File: config.mk
export PLATFORM = sky130hd
export DESIGN_NAME = seq_mul
export DESIGN_NICKNAME = d
export VERILOG_FILES = /design/src/rtl/seq_mul_pkg.sv /design/src/rtl/seq_mul_ctrl.sv /design/src/rtl/seq_mul_step.sv /design/src/rtl/seq_mul.sv
export SDC_FILE = /design/constraint.sdc
export NUM_CORES = 1
export LEC_CHECK = 0
export ABC_CLOCK_PERIOD_IN_PS = 4800
export CORE_MARGIN = 8
export CORE_UTILIZATION = 42
export CTS_CLUSTER_DIAMETER = 60
export DETAILED_ROUTE_END_ITERATION = 8
export DONT_BUFFER_PORTS = 1
export GPL_ROUTABILITY_DRIVEN = 0
export SLEW_MARGIN = 0
export SYNTH_ARGS = -nofsm -noshare
export SYNTH_HDL_FRONTEND = slang
export SYNTH_SLANG_ARGS = --single-unit
export TNS_END_PERCENT = 1
File: constraint.sdc
create_clock -name clk_i -period 4.8 [get_ports clk_i]
set_clock_uncertainty 0.15 [all_clocks]
set_input_delay 0.72 -clock clk_i [delete_from_list [all_inputs] [get_ports clk_i]]
set_output_delay 0.72 -clock clk_i [all_outputs]
set_load 0.01 [all_outputs]
File: src/rtl/seq_mul_pkg.sv
package seq_mul_pkg;
  typedef enum logic [0:0] {
    ST_IDLE = 1'b0,
    ST_RUN  = 1'b1
  } mul_state_e;

  function automatic int unsigned cnt_width(input int unsigned n);
    return (n > 1) ? $clog2(n) : 1;
  endfunction
endpackage

File: src/rtl/seq_mul_ctrl.sv
module seq_mul_ctrl
  import seq_mul_pkg::*;
#(
  parameter int unsigned N = 32
) (
  input  logic clk_i,
  input  logic rst_ni,
  input  logic start_i,
  output logic load_o,
  output logic step_o,
  output logic busy_o,
  output logic done_o
);
  localparam int unsigned CW = cnt_width(N);
  localparam logic [CW-1:0] LAST = CW'(N - 1);

  mul_state_e state_q, state_d;
  logic [CW-1:0] cnt_q, cnt_d;
  logic done_q, done_d;
  logic last;

  assign last   = (cnt_q == LAST);
  assign load_o = (state_q == ST_IDLE) && start_i;
  assign step_o = (state_q == ST_RUN);
  assign busy_o = (state_q == ST_RUN);
  assign done_o = done_q;

  always_comb begin
    state_d = state_q;
    cnt_d   = cnt_q;
    done_d  = 1'b0;
    unique case (state_q)
      ST_IDLE: if (start_i) begin
        state_d = ST_RUN;
        cnt_d   = '0;
      end
      ST_RUN: begin
        if (last) begin
          state_d = ST_IDLE;
          done_d  = 1'b1;
        end else begin
          cnt_d = cnt_q + 1'b1;
        end
      end
      default: state_d = ST_IDLE;
    endcase
  end

  always_ff @(posedge clk_i or negedge rst_ni) begin
    if (!rst_ni) begin
      state_q <= ST_IDLE;
      cnt_q   <= '0;
      done_q  <= 1'b0;
    end else begin
      state_q <= state_d;
      cnt_q   <= cnt_d;
      done_q  <= done_d;
    end
  end

  // run length and single-cycle done
  a_r4_run_continues: assert property (@(posedge clk_i) disable iff (!rst_ni)
    (busy_o && !last) |=> busy_o);
  a_r4_run_ends: assert property (@(posedge clk_i) disable iff (!rst_ni)
    (busy_o && last) |=> (!busy_o && done_o));
  a_r4_done_pulse: assert property (@(posedge clk_i) disable iff (!rst_ni)
    done_o |=> !done_o);
  // start while busy does not restart the count
  a_r5_start_ignored: assert property (@(posedge clk_i) disable iff (!rst_ni)
    (busy_o && !last && start_i) |=> (cnt_q == $past(cnt_q) + 1'b1));
endmodule

File: src/rtl/seq_mul_step.sv
module seq_mul_step #(
  parameter int unsigned N = 32
) (
  input  logic [2*N-1:0] prod_i,
  input  logic [N-1:0]   mcand_i,
  output logic [2*N-1:0] prod_o
);
  logic [N-1:0] addend;
  logic [N:0]   sum;

  assign addend = prod_i[0] ? mcand_i : '0;
  assign sum    = {1'b0, prod_i[2*N-1:N]} + {1'b0, addend};
  // carry becomes the new top bit after the right shift
  assign prod_o = {sum, prod_i[N-1:1]};
endmodule

File: src/rtl/seq_mul.sv
module seq_mul #(
  parameter int unsigned N = 32
) (
  input  logic         clk_i,
  input  logic         rst_ni,
  input  logic         start_i,
  input  logic [N-1:0] mcand_i,
  input  logic [N-1:0] mplier_i,
  output logic         busy_o,
  output logic         done_o,
  output logic [N-1:0] hi_o,
  output logic [N-1:0] lo_o
);
  localparam int unsigned PW = 2 * N;

  logic          load, step;
  logic [N-1:0]  mcand_q;
  logic [PW-1:0] prod_q, prod_nxt;

  seq_mul_ctrl #(.N(N)) u_ctrl (
    .clk_i  (clk_i),
    .rst_ni (rst_ni),
    .start_i(start_i),
    .load_o (load),
    .step_o (step),
    .busy_o (busy_o),
    .done_o (done_o)
  );

  seq_mul_step #(.N(N)) u_step (
    .prod_i (prod_q),
    .mcand_i(mcand_q),
    .prod_o (prod_nxt)
  );

  always_ff @(posedge clk_i or negedge rst_ni) begin
    if (!rst_ni) begin
      mcand_q <= '0;
      prod_q  <= '0;
    end else if (load) begin
      mcand_q <= mcand_i;
      prod_q  <= {{N{1'b0}}, mplier_i};
    end else if (step) begin
      prod_q  <= prod_nxt;
    end
  end

  assign hi_o = prod_q[PW-1:N];
  assign lo_o = prod_q[N-1:0];

  // load places multiplier low, clears upper half
  a_r2_load: assert property (@(posedge clk_i) disable iff (!rst_ni)
    load |=> (prod_q == {{N{1'b0}}, $past(mplier_i)}));
  // idle without start keeps the result
  a_r6_hold: assert property (@(posedge clk_i) disable iff (!rst_ni)
    (!busy_o && !start_i) |=> $stable(prod_q));
  // zero bit means plain shift
  a_r8_zero_bit_shift: assert property (@(posedge clk_i) disable iff (!rst_ni)
    (busy_o && !prod_q[0]) |=> (prod_q == ($past(prod_q) >> 1)));
  // top bit after a step never set while upper half plus multiplicand cannot carry
  a_r7_no_spurious_carry: assert property (@(posedge clk_i) disable iff (!rst_ni)
    (busy_o && prod_q[0] && (({1'b0, hi_o} + {1'b0, mcand_q}) < (N+1)'(2**N)))
      |=> !prod_q[PW-1]);
endmodule

==> flow_metrics.env, run 1 <==
export IMPL_status="completed"
export IMPL_tightestPinTransition_ps=1041
export IMPL_cts_max_path_buffers=2
export IMPL_numCtsBuffers=9
export IMPL_worstPathMaxFanout=21
export IMPL_cts_hold_fix_buffers=1
export IMPL_setup_violations=0
export IMPL_synthArstFlopShare_pct=100.0
export IMPL_pre_cts_slack_ps=1362
export IMPL_fin_nets=720
export IMPL_required_ps=4880
export IMPL_finalWorstSetupSlack_ps=1363
export IMPL_routedWlPerCell_um=18.77
export IMPL_hold_viol_final=0
export IMPL_grt_max_degree=104
export IMPL_clockRootBuffer="clkbuf_16"
export IMPL_hpwl_um=11070
export IMPL_post_route_period_util_pct=71.60
export IMPL_grt_ovfl_total=0
export IMPL_critPathKind="reg -> reg"
export IMPL_core_um2=14420
export IMPL_peakVddDrop_mv=0.2909
export IMPL_vias=4626
export IMPL_track_usage_pct=16.46
export IMPL_synth_cell_types=63
export IMPL_p_leak_nw=2.987
export IMPL_layout_drive_gt1_share_pct=11.56
export IMPL_synth_edf_count=0
export IMPL_cts_htree_levels=3
export IMPL_finalCriticalPeriod_ps=3437
export IMPL_drtAntennaViolNets=0
export IMPL_die_area_um2=18790
export IMPL_arrival_ps=3520
export IMPL_ys_ff_latch=103
export IMPL_wirelength_um=15170
export IMPL_synth_top_area_share_pct=41.87
export IMPL_grt_pass1_wl_um=24760
export IMPL_pin_count=133
export IMPL_rows=44
export IMPL_hold_class="in -> async"
export IMPL_insertion_delay_ps=350
export IMPL_synth_yosys_warnings=0
export IMPL_cts_setup_buffers=0
export IMPL_maxSlewHeadroom_pct=30.40
export IMPL_max_cap_violations=0
export IMPL_drc=0
export IMPL_die_h_um=137.1
export IMPL_clk_pin_slew_ps=80
export IMPL_grt_setup_unrepaired="false"
export IMPL_cts_tree="done"
export IMPL_syn_avg_cell_area_um2=9.634
export IMPL_antenna_found_initial=1
export IMPL_setup_tns_final_ps=0
export IMPL_crit_path_end_kind="flip-flop"
export IMPL_ys_seq_area_share_pct=41.87
export IMPL_synth_top_area_cell="dfrtp_1"
export IMPL_max_freq_ghz=0.2910
export IMPL_layout_common_cells="102 x dfrtp_1, 83 x nand2_1, 73 x o21ai_0"
export IMPL_post_cts_resize_count=0
export IMPL_drtIter0Drc=241
export IMPL_hold_ws_ps=146.0
export IMPL_power_density_nw_per_um2=755.3
export IMPL_synth_fp_nets=741
export IMPL_netlist_instances=639
export IMPL_grt_pass1_vias=4797
export IMPL_port_buffers=0
export IMPL_syn_area_um2=6156
export IMPL_dr_pass1_iters=4
export IMPL_drt_vias_per_instance=5.725
export IMPL_synth_ff_type="dfrtp_1"
export IMPL_worstSetupStartpointType="flip-flop"
export IMPL_maxSlewViolCount=0
export IMPL_areaGrowthSynthToFinish_pct=7.439
export IMPL_start_util_pct=42.68
export IMPL_die_x_um=137.1
export IMPL_synth_top_cells_by_area="dfrtp_1 42%, ha_1 6.9%, mux2_2 6.0%"
export IMPL_cts_sinks=103
export IMPL_final_common_cell="dfrtp_1"
-- flip-flops by register name (all words and copies together), names as in the netlist --
register	count
u_ctrl.done_o	1
u_ctrl.cnt_q	5
prod_q	64
u_ctrl.busy_o	1
mcand_q	32
-- cell type report --
type | count | area [um^2]
antenna | 1 | 2.502
clock buffer | 9 | 225.2
clock inverter | 7 | 81.33
fill | 1368 | 7810
inverter | 12 | 45.04
multi-input combinational | 487 | 3393
sequential | 103 | 2579
tap | 184 | 230.2
timing repair buffer | 5 | 57.56
-- worst paths after layout --
path	from	endpoint	slack, ps	depth (start not counted)
setup / recovery	prod_q[0]	prod_q[61]	1360	12
hold / removal	rst_ni	prod_q[55]	150	1
setup reg to reg	prod_q[0]	prod_q[61]	1360	12
hold reg to reg	mcand_q[26]	mcand_q[26]	360	1
max in group asynchronous	rst_ni	prod_q[48]	3950	1
min in group clk_i	start_i	prod_q[33]	330	1
-- metrics by stage --
stage	cells	utilization, %	power (mW)	area, um^2
2_1_floorplan	639	-	3.675	6156
3_3_place_gp	790	43.52	4.186	6277
3_5_place_dp	790	43.52	4.250	6277
4_1_cts	807	45.84	5.043	6611
5_1_grt	808	45.85	5.457	6614
6_report	808	45.85	4.995	6614
-- critical path, stage by stage, from the launching register on --
cell and delay [ps]:
dfrtp_1 720, and2_1 220, ha_1 160, inv_1 60, fa_1 400, and2b_1 240
o31ai_2 90, a21oi_2 250, a21oi_2 130, o31ai_2 420, a221oi_1 190, mux2i_1 170
o211ai_1 100
-- report_power, final --
part	internal [mW]	switching [mW]	leakage (nW)	total [mW]
Clock	0.373	0.372	0.150	0.746
Combinational	1.06	1.32	1.59	2.38
Sequential	1.32	0.554	1.24	1.87
Total	2.75	2.24	2.99	5.00
-- synth_stat cells, types with 3 or more instances --
cell type	number
o21ai_0	73
xor2_1	13
a21oi_1	24
o211ai_1	4
nand4_1	7
o21a_1	4
a211oi_1	4
dfrtp_1	103
or3_1	3
nand3_1	9
mux2i_1	37
mux2_2	33
nor3_1	5
xnor2_1	13
a21o_1	10
inv_1	12
and3_1	3
o31ai_2	3
a31oi_1	8
ha_1	34
clkbuf_1	32
and2_1	34
nor2_1	31
nand2b_1	4
a31o_2	3
nand2_1	83
-- layer usage --
metal	track usage (%)	routed length (um)	vias to the layer above
met5	0	0	-
met4	5.794	323	0
met3	7.012	1362	25
met2	25.40	6904	128
met1	20.13	6578	2240
li1	-	-	2233
-- cell families after synthesis --
logic type / Yosys count / synth area share (%)
AOI/OAI and AO/OA: 163 / 16.89
xor gates and xnor gates: 26 / 3.699
adders and majority gates: 35 / 7.236
buffers and inverters: 49 / 3.171
DFF: 103 / 41.87
muxes: 71 / 12.24
and+or+nand+nor: 192 / 14.90
(Power assumes the default switching activity.)
==> inputs of run 2 (changes only) <==
--- a/config.mk
+++ b/config.mk
@@ -5,7 +5,7 @@
 export SDC_FILE = /design/constraint.sdc
 export NUM_CORES = 1
 export LEC_CHECK = 0
-export ABC_CLOCK_PERIOD_IN_PS = 4800
+export ABC_CLOCK_PERIOD_IN_PS = 2800
 export CORE_MARGIN = 8
 export CORE_UTILIZATION = 42
 export CTS_CLUSTER_DIAMETER = 60
==> constraint.sdc (replaced) <==
create_clock -name clk_i -period 2.8 [get_ports clk_i]
set_clock_uncertainty 0.15 [all_clocks]
set_input_delay 0.42 -clock clk_i [delete_from_list [all_inputs] [get_ports clk_i]]
set_output_delay 0.42 -clock clk_i [all_outputs]
set_load 0.01 [all_outputs]
==> run 2 against run 1 <==
Effect of this change:
- the flow now finishes with violations (negative hold slack, negative setup slack)
- global-route usage is 1.1 points higher
- power up 97%
- fmax increased by 18%
- register-to-register slack worse by 1500 ps
- setup slack lost 1500 ps
- die area is the same
- sequential power rose by 69%
- sequential share of layout area fell by 4.2 points
- wire length rose by 6.8%
- clock-buffer cell count unchanged
- core utilization up 5.5 points
- critical endpoint is now prod_q[58]
- largest power group unchanged
==> flow_metrics.env, run 2 (synthesis gave the netlist of run 1 again) <==
export IMPL_start_util_pct=42.68
export IMPL_antenna_found_initial=3
export IMPL_worstPathMaxFanout=18
export IMPL_nFillCells=1337
export IMPL_post_route_period_util_pct=104.2
export IMPL_dp_cells=861
export IMPL_arrival_ps=3020
export IMPL_instances_no_fill=883
export IMPL_cts_htree_levels=3
export IMPL_hold_class="in -> async"
export IMPL_finalCriticalPeriod_ps=2919
export IMPL_max_cap_violations=0
export IMPL_layout_common_cells="101 x dfrtp_1, 82 x nand2_1, 77 x buf_4"
export IMPL_required_ps=2900
export IMPL_grt_pass1_vias=5096
export IMPL_grt_pass1_wl_um=26230
export IMPL_drc=0
export IMPL_core_um2=14420
export IMPL_largest_registers="prod_q (64), mcand_q (32), u_ctrl.cnt_q (5)"
export IMPL_port_buffers=0
export IMPL_drtIter0Drc=226
export IMPL_pin_count=133
export IMPL_drt_vias_per_instance=5.515
export IMPL_critPathKind="reg -> reg"
export IMPL_areaGrowthSynthToFinish_pct=20.30
export IMPL_drtAntennaViolNets=0
export IMPL_p_leak_nw=3.358
export IMPL_cts_tree="done"
export IMPL_numCtsBuffers=9
export IMPL_stdcell_area_um2=7406
export IMPL_tightestPinTransition_ps=791.3
export IMPL_fin_nets=795
export IMPL_hold_viol_final=103
export IMPL_power_density_nw_per_um2=1331
export IMPL_dr_pass1_iters=5
export IMPL_finalWorstSetupSlack_ps=-118.6
export IMPL_cts_hold_fix_buffers=1
export IMPL_final_common_cell="dfrtp_1"
export IMPL_insertion_delay_ps=360
export IMPL_setup_violations=8
export IMPL_p_total_mw=9.858
export IMPL_clockRootBuffer="clkbuf_16"
export IMPL_track_usage_pct=17.52
export IMPL_grt_max_degree=104
export IMPL_clk_pin_slew_ps=80
export IMPL_die_x_um=137.1
export IMPL_max_freq_ghz=0.3426
export IMPL_largest_reg_flops=64
export IMPL_placed_area_um2=6860
export IMPL_cts_max_path_buffers=2
export IMPL_violations="negative hold slack, negative setup slack"
export IMPL_die_area_um2=18790
export IMPL_reg2regPathDepth=11
export IMPL_status="complete, but fails checks"
export IMPL_layout_drive_gt1_share_pct=25.50
export IMPL_cts_sinks=103
export IMPL_wirelength_um=16200
export IMPL_hpwl_um=12070
export IMPL_grt_setup_unrepaired="true"
export IMPL_vias=4870
export IMPL_crit_path_end_kind="flip-flop"
export IMPL_largest_register="prod_q"
export IMPL_routedWlPerCell_um=18.34
export IMPL_die_h_um=137.1
export IMPL_peakVddDrop_mv=0.5085
export IMPL_maxSlewViolCount=0
export IMPL_maxSlewHeadroom_pct=47.19
export IMPL_hold_ws_ps=-406.4
export IMPL_rows=44
export IMPL_grt_ovfl_total=0
export IMPL_worstSetupStartpointType="flip-flop"
-- run 2: final cells by class --
type                    instances  area, um^2  share of cell area (%)
clock inverters                 7       77.57                   1.047
clock buffers                   9       225.2                   3.041
well taps                     184       230.2                   3.109
inverters                      12       45.04                  0.6082
diodes                          1       2.502                 0.03379
flip-flops and latches        103        2580                   34.84
multi-input cells             487        3617                   48.84
repair buffers                 80       628.1                   8.481
-- run 2: timing repair --
item | CTS | global route
gates resized for setup | 15 | 20
endpoints found under the hold margin | 104 | 103
buffers inserted | 1 | 3
setup endpoints to repair | 17 | 22
pin swaps | 7 | 14
-- run 2: metal layers --
metal	global-route usage (%)	vias to the layer above	part of all wire, %
li1	-	2380	-
met1	20.93	2327	43
met2	28.27	138	46
met3	7.856	19	9.0
met4	4.104	6	1.1
met5	0	-	0.22
-- run 2: final timing paths --
path                             start       endpoint  slack, ps
setup / recovery             prod_q[0]     prod_q[58]       -120
hold reg to reg            mcand_q[29]    mcand_q[29]        360
hold / removal                  rst_ni    mcand_q[20]       -410
min in group clk_i         mcand_i[10]    mcand_q[10]         50
max in group asynchronous       rst_ni  u_ctrl.busy_o       2700
setup reg to reg             prod_q[0]     prod_q[58]       -120
-- run 2: per-stage QoR --
| stage | util, % | setup WS, ps | TNS, ps |
|---|---|---|---|
| 4_1_cts | 50.26 | -113.7 | -826.8 |
| 6_report | 51.34 | -118.6 | -356.6 |
| 2_1_floorplan | - | -21.27 | -33.07 |
| 5_1_grt | 51.33 | -217.7 | -2356 |
| 3_5_place_dp | 47.56 | -177.4 | -1389 |
| 3_3_place_gp | 47.56 | -132.7 | -390.0 |
-- run 2: report_power, final --
group / internal (mW) / switching (mW) / leakage [nW]
registers: 2.26 / 0.900 / 1.24
logic: 2.72 / 2.70 / 1.97
clock network: 0.633 / 0.642 / 0.144
-- run 2: critical path, stage by stage, from the launching register on --
cell,delay [ps]
dfrtp_2,430
buf_12,150
and2_4,140
ha_4,240
a21oi_4,150
o21a_1,150
o21ai_1,60
a221o_1,360
a32oi_2,290
a21boi_2,90
mux2_1,320
a221o_1,260
==> inputs of run 3 (changes only) <==
--- a/config.mk
+++ b/config.mk
@@ -9,9 +9,11 @@
 export CORE_MARGIN = 8
 export CORE_UTILIZATION = 42
 export CTS_CLUSTER_DIAMETER = 60
+export CTS_CLUSTER_SIZE = 14
 export DETAILED_ROUTE_END_ITERATION = 8
 export DONT_BUFFER_PORTS = 1
 export GPL_ROUTABILITY_DRIVEN = 0
+export GPL_TIMING_DRIVEN = 0
 export SLEW_MARGIN = 0
 export SYNTH_ARGS = -nofsm -noshare
 export SYNTH_HDL_FRONTEND = slang
==> run 3 against run 2 <==
Effect of this change:
- the run still ends with negative hold slack, negative setup slack left
- setup slack got worse by 260 ps
- die area did not move
- sequential power is 1% higher
- critical endpoint unchanged
- register-to-register slack worse by 260 ps
- critical path type unchanged
- via count increased by 0.53%
- wire length up 0.19%
- core utilization shrank 2.2 points
- worst hold slack better by 5.1 ps
- sequential cell count stayed put
- clock power is 3% higher
- cell count shrank 4.0%
- first-iteration DRC count up 46%
==> flow_metrics.env, run 3 (synthesis gave the netlist of run 1 again) <==
export IMPL_grt_ovfl_total=0
export IMPL_nFillCells=1363
export IMPL_finalWorstSetupSlack_ps=-380.1
export IMPL_post_route_period_util_pct=113.6
export IMPL_dp_cells=823
export IMPL_finalCriticalPeriod_ps=3180
export IMPL_status="complete, but fails checks"
export IMPL_cts_max_path_buffers=2
export IMPL_die_area_um2=18790
export IMPL_layout_drive_gt1_share_pct=18.10
export IMPL_final_util_pct=49.16
export IMPL_pre_cts_slack_ps=-801.9
export IMPL_die_h_um=137.1
export IMPL_antenna_found_initial=3
export IMPL_p_total_mw=9.265
export IMPL_switching_share_pct=44.70
export IMPL_max_cap_violations=0
export IMPL_worstPathMaxFanout=8
export IMPL_cp_slowest_stage_delay_ps=530
export IMPL_path_depth=11
export IMPL_hpwl_um=11940
export IMPL_clk_pin_slew_ps=90
export IMPL_start_util_pct=42.68
export IMPL_critPathKind="reg -> reg"
export IMPL_reg2regPathDepth=11
export IMPL_final_common_cell="dfrtp_1"
export IMPL_clock_power_share_pct=14.2
export IMPL_pin_count=133
export IMPL_crit_path_end_kind="flip-flop"
export IMPL_combPwrFrac_pct=51.3
export IMPL_routedWlPerCell_um=19.13
export IMPL_vias=4896
export IMPL_layout_common_cells="102 x dfrtp_1, 82 x nand2_1, 67 x o21ai_0"
export IMPL_violations="negative hold slack, negative setup slack"
export IMPL_tightestPinTransition_ps=707.0
export IMPL_peakVddDrop_mv=0.5845
export IMPL_internal_power_mw=5.123
export IMPL_grt_max_degree=104
export IMPL_largest_register="prod_q"
export IMPL_pwr_share_seq_pct=34.5
export IMPL_drt_vias_per_instance=5.774
export IMPL_insertion_delay_ps=370
export IMPL_wirelength_um=16230
export IMPL_hold_viol_final=103
export IMPL_instances_no_fill=848
export IMPL_largest_registers="prod_q (64), mcand_q (32), u_ctrl.cnt_q (5)"
export IMPL_fin_nets=760
export IMPL_path_cells="buf_8 > and2_1 > ha_1 > buf_4 > nand4_1 > or3b_4 > o211ai_1 > a32oi_2 > a21boi_1 > mux2_1 > a221o_1"
export IMPL_multi_input_area_um2=3633
export IMPL_regArea_um2=2579
export IMPL_maxSlewHeadroom_pct=52.87
export IMPL_max_freq_ghz=0.3145
export IMPL_path_buf_inv=2
export IMPL_track_usage_pct=17.48
export IMPL_worstSetupStartpointType="flip-flop"
export IMPL_p_switching_mw=4.142
export IMPL_numCtsBuffers=9
export IMPL_cts_sinks=103
export IMPL_crit_slowest_cell="dfrtp_2"
export IMPL_core_um2=14420
export IMPL_drtIter0Drc=329
export IMPL_dr_pass1_iters=4
export IMPL_path_delay_family="compound AO/OA/AOI/OAI gates"
export IMPL_areaGrowthSynthToFinish_pct=15.18
export IMPL_grt_pass1_vias=5122
export IMPL_grt_setup_unrepaired="true"
export IMPL_die_x_um=137.1
export IMPL_setup_violations=19
export IMPL_maxSlewViolCount=0
export IMPL_power_density_nw_per_um2=1307
export IMPL_hold_ws_ps=-401.4
export IMPL_largest_reg_flops=64
export IMPL_p_leak_nw=3.133
export IMPL_drc=0
export IMPL_arrival_ps=3280
export IMPL_rows=44
export IMPL_hold_class="in -> async"
export IMPL_cts_tree="done"
export IMPL_clockRootBuffer="clkbuf_16"
export IMPL_port_buffers=0
export IMPL_required_ps=2900
export IMPL_cts_htree_levels=3
export IMPL_drtAntennaViolNets=0
export IMPL_grt_pass1_wl_um=26230
==> run 3: power by group through the flow <==
stage	Combinational, mW	Clock (mW)	Sequential [mW]
final	4.75	1.31	3.20
after global routing	5.32	1.42	3.33
after CTS	4.44	1.36	3.21
after detailed placement	4.18	0	3.21
after global placement	4.05	0	3.20
after floorplan	3.42	0	2.94
==> run 3: stage by stage <==
stage	area (um^2)	TNS [ps]	hold slack, ps
floorplan	6193	-33.07	-25.59
global placement	6424	-8492	-19.71
detailed placement	6424	-10270	-18.61
CTS	6890	-4206	-416.7
global route	7088	-6612	-422.2
finish	7091	-3220	-401.4
==> run 3: cell type report <==
class,count,share of cell area [%]
buffer,29,2.065
inverter,12,0.6353
tap,184,3.247
timing repair buffer,16,1.941
clock inverter,7,1.288
sequential,103,36.37
antenna,1,0.03529
clock buffer,9,3.176
multi-input combinational,487,51.24
==> run 3: worst register-to-register path, stage by stage, from the launching register on <==
cell and delay [ps]:
dfrtp_2 530, buf_8 180, and2_1 130, ha_1 270
buf_4 140, nand4_1 130, or3b_4 410, o211ai_1 200
a32oi_2 140, a21boi_1 180, mux2_1 330, a221o_1 260
==> run 3: layer usage <==
| metal | share of wire [%] | up-vias | track usage [%] |
|---|---|---|---|
| met1 | 42 | 2394 | 20.88 |
| met5 | 0.17 | - | 0 |
| met4 | 1.7 | 6 | 4.647 |
| met3 | 8.8 | 24 | 7.122 |
| li1 | - | 2321 | - |
| met2 | 47 | 151 | 28.49 |
==> run 3: worst paths after layout <==
kind,end,from,slack (ps)
min in group clk_i,mcand_q[0],mcand_i[0],50
max in group asynchronous,mcand_q[27],rst_ni,2750
min,mcand_q[25],rst_ni,-400
min reg2reg,mcand_q[6],mcand_q[6],350
max reg2reg,prod_q[58],prod_q[0],-380
max,prod_q[58],prod_q[0],-380
==> run 3: repair_timing <==
| action | in CTS | in global routing |
|---|---|---|
| pin swaps | 7 | 24 |
| resized for setup | 29 | 31 |
| setup buffers | 4 | 11 |
| endpoints found under the hold margin | 103 | 103 |
| gates cloned | 0 | 1 |
| setup endpoints to repair | 26 | 25 |
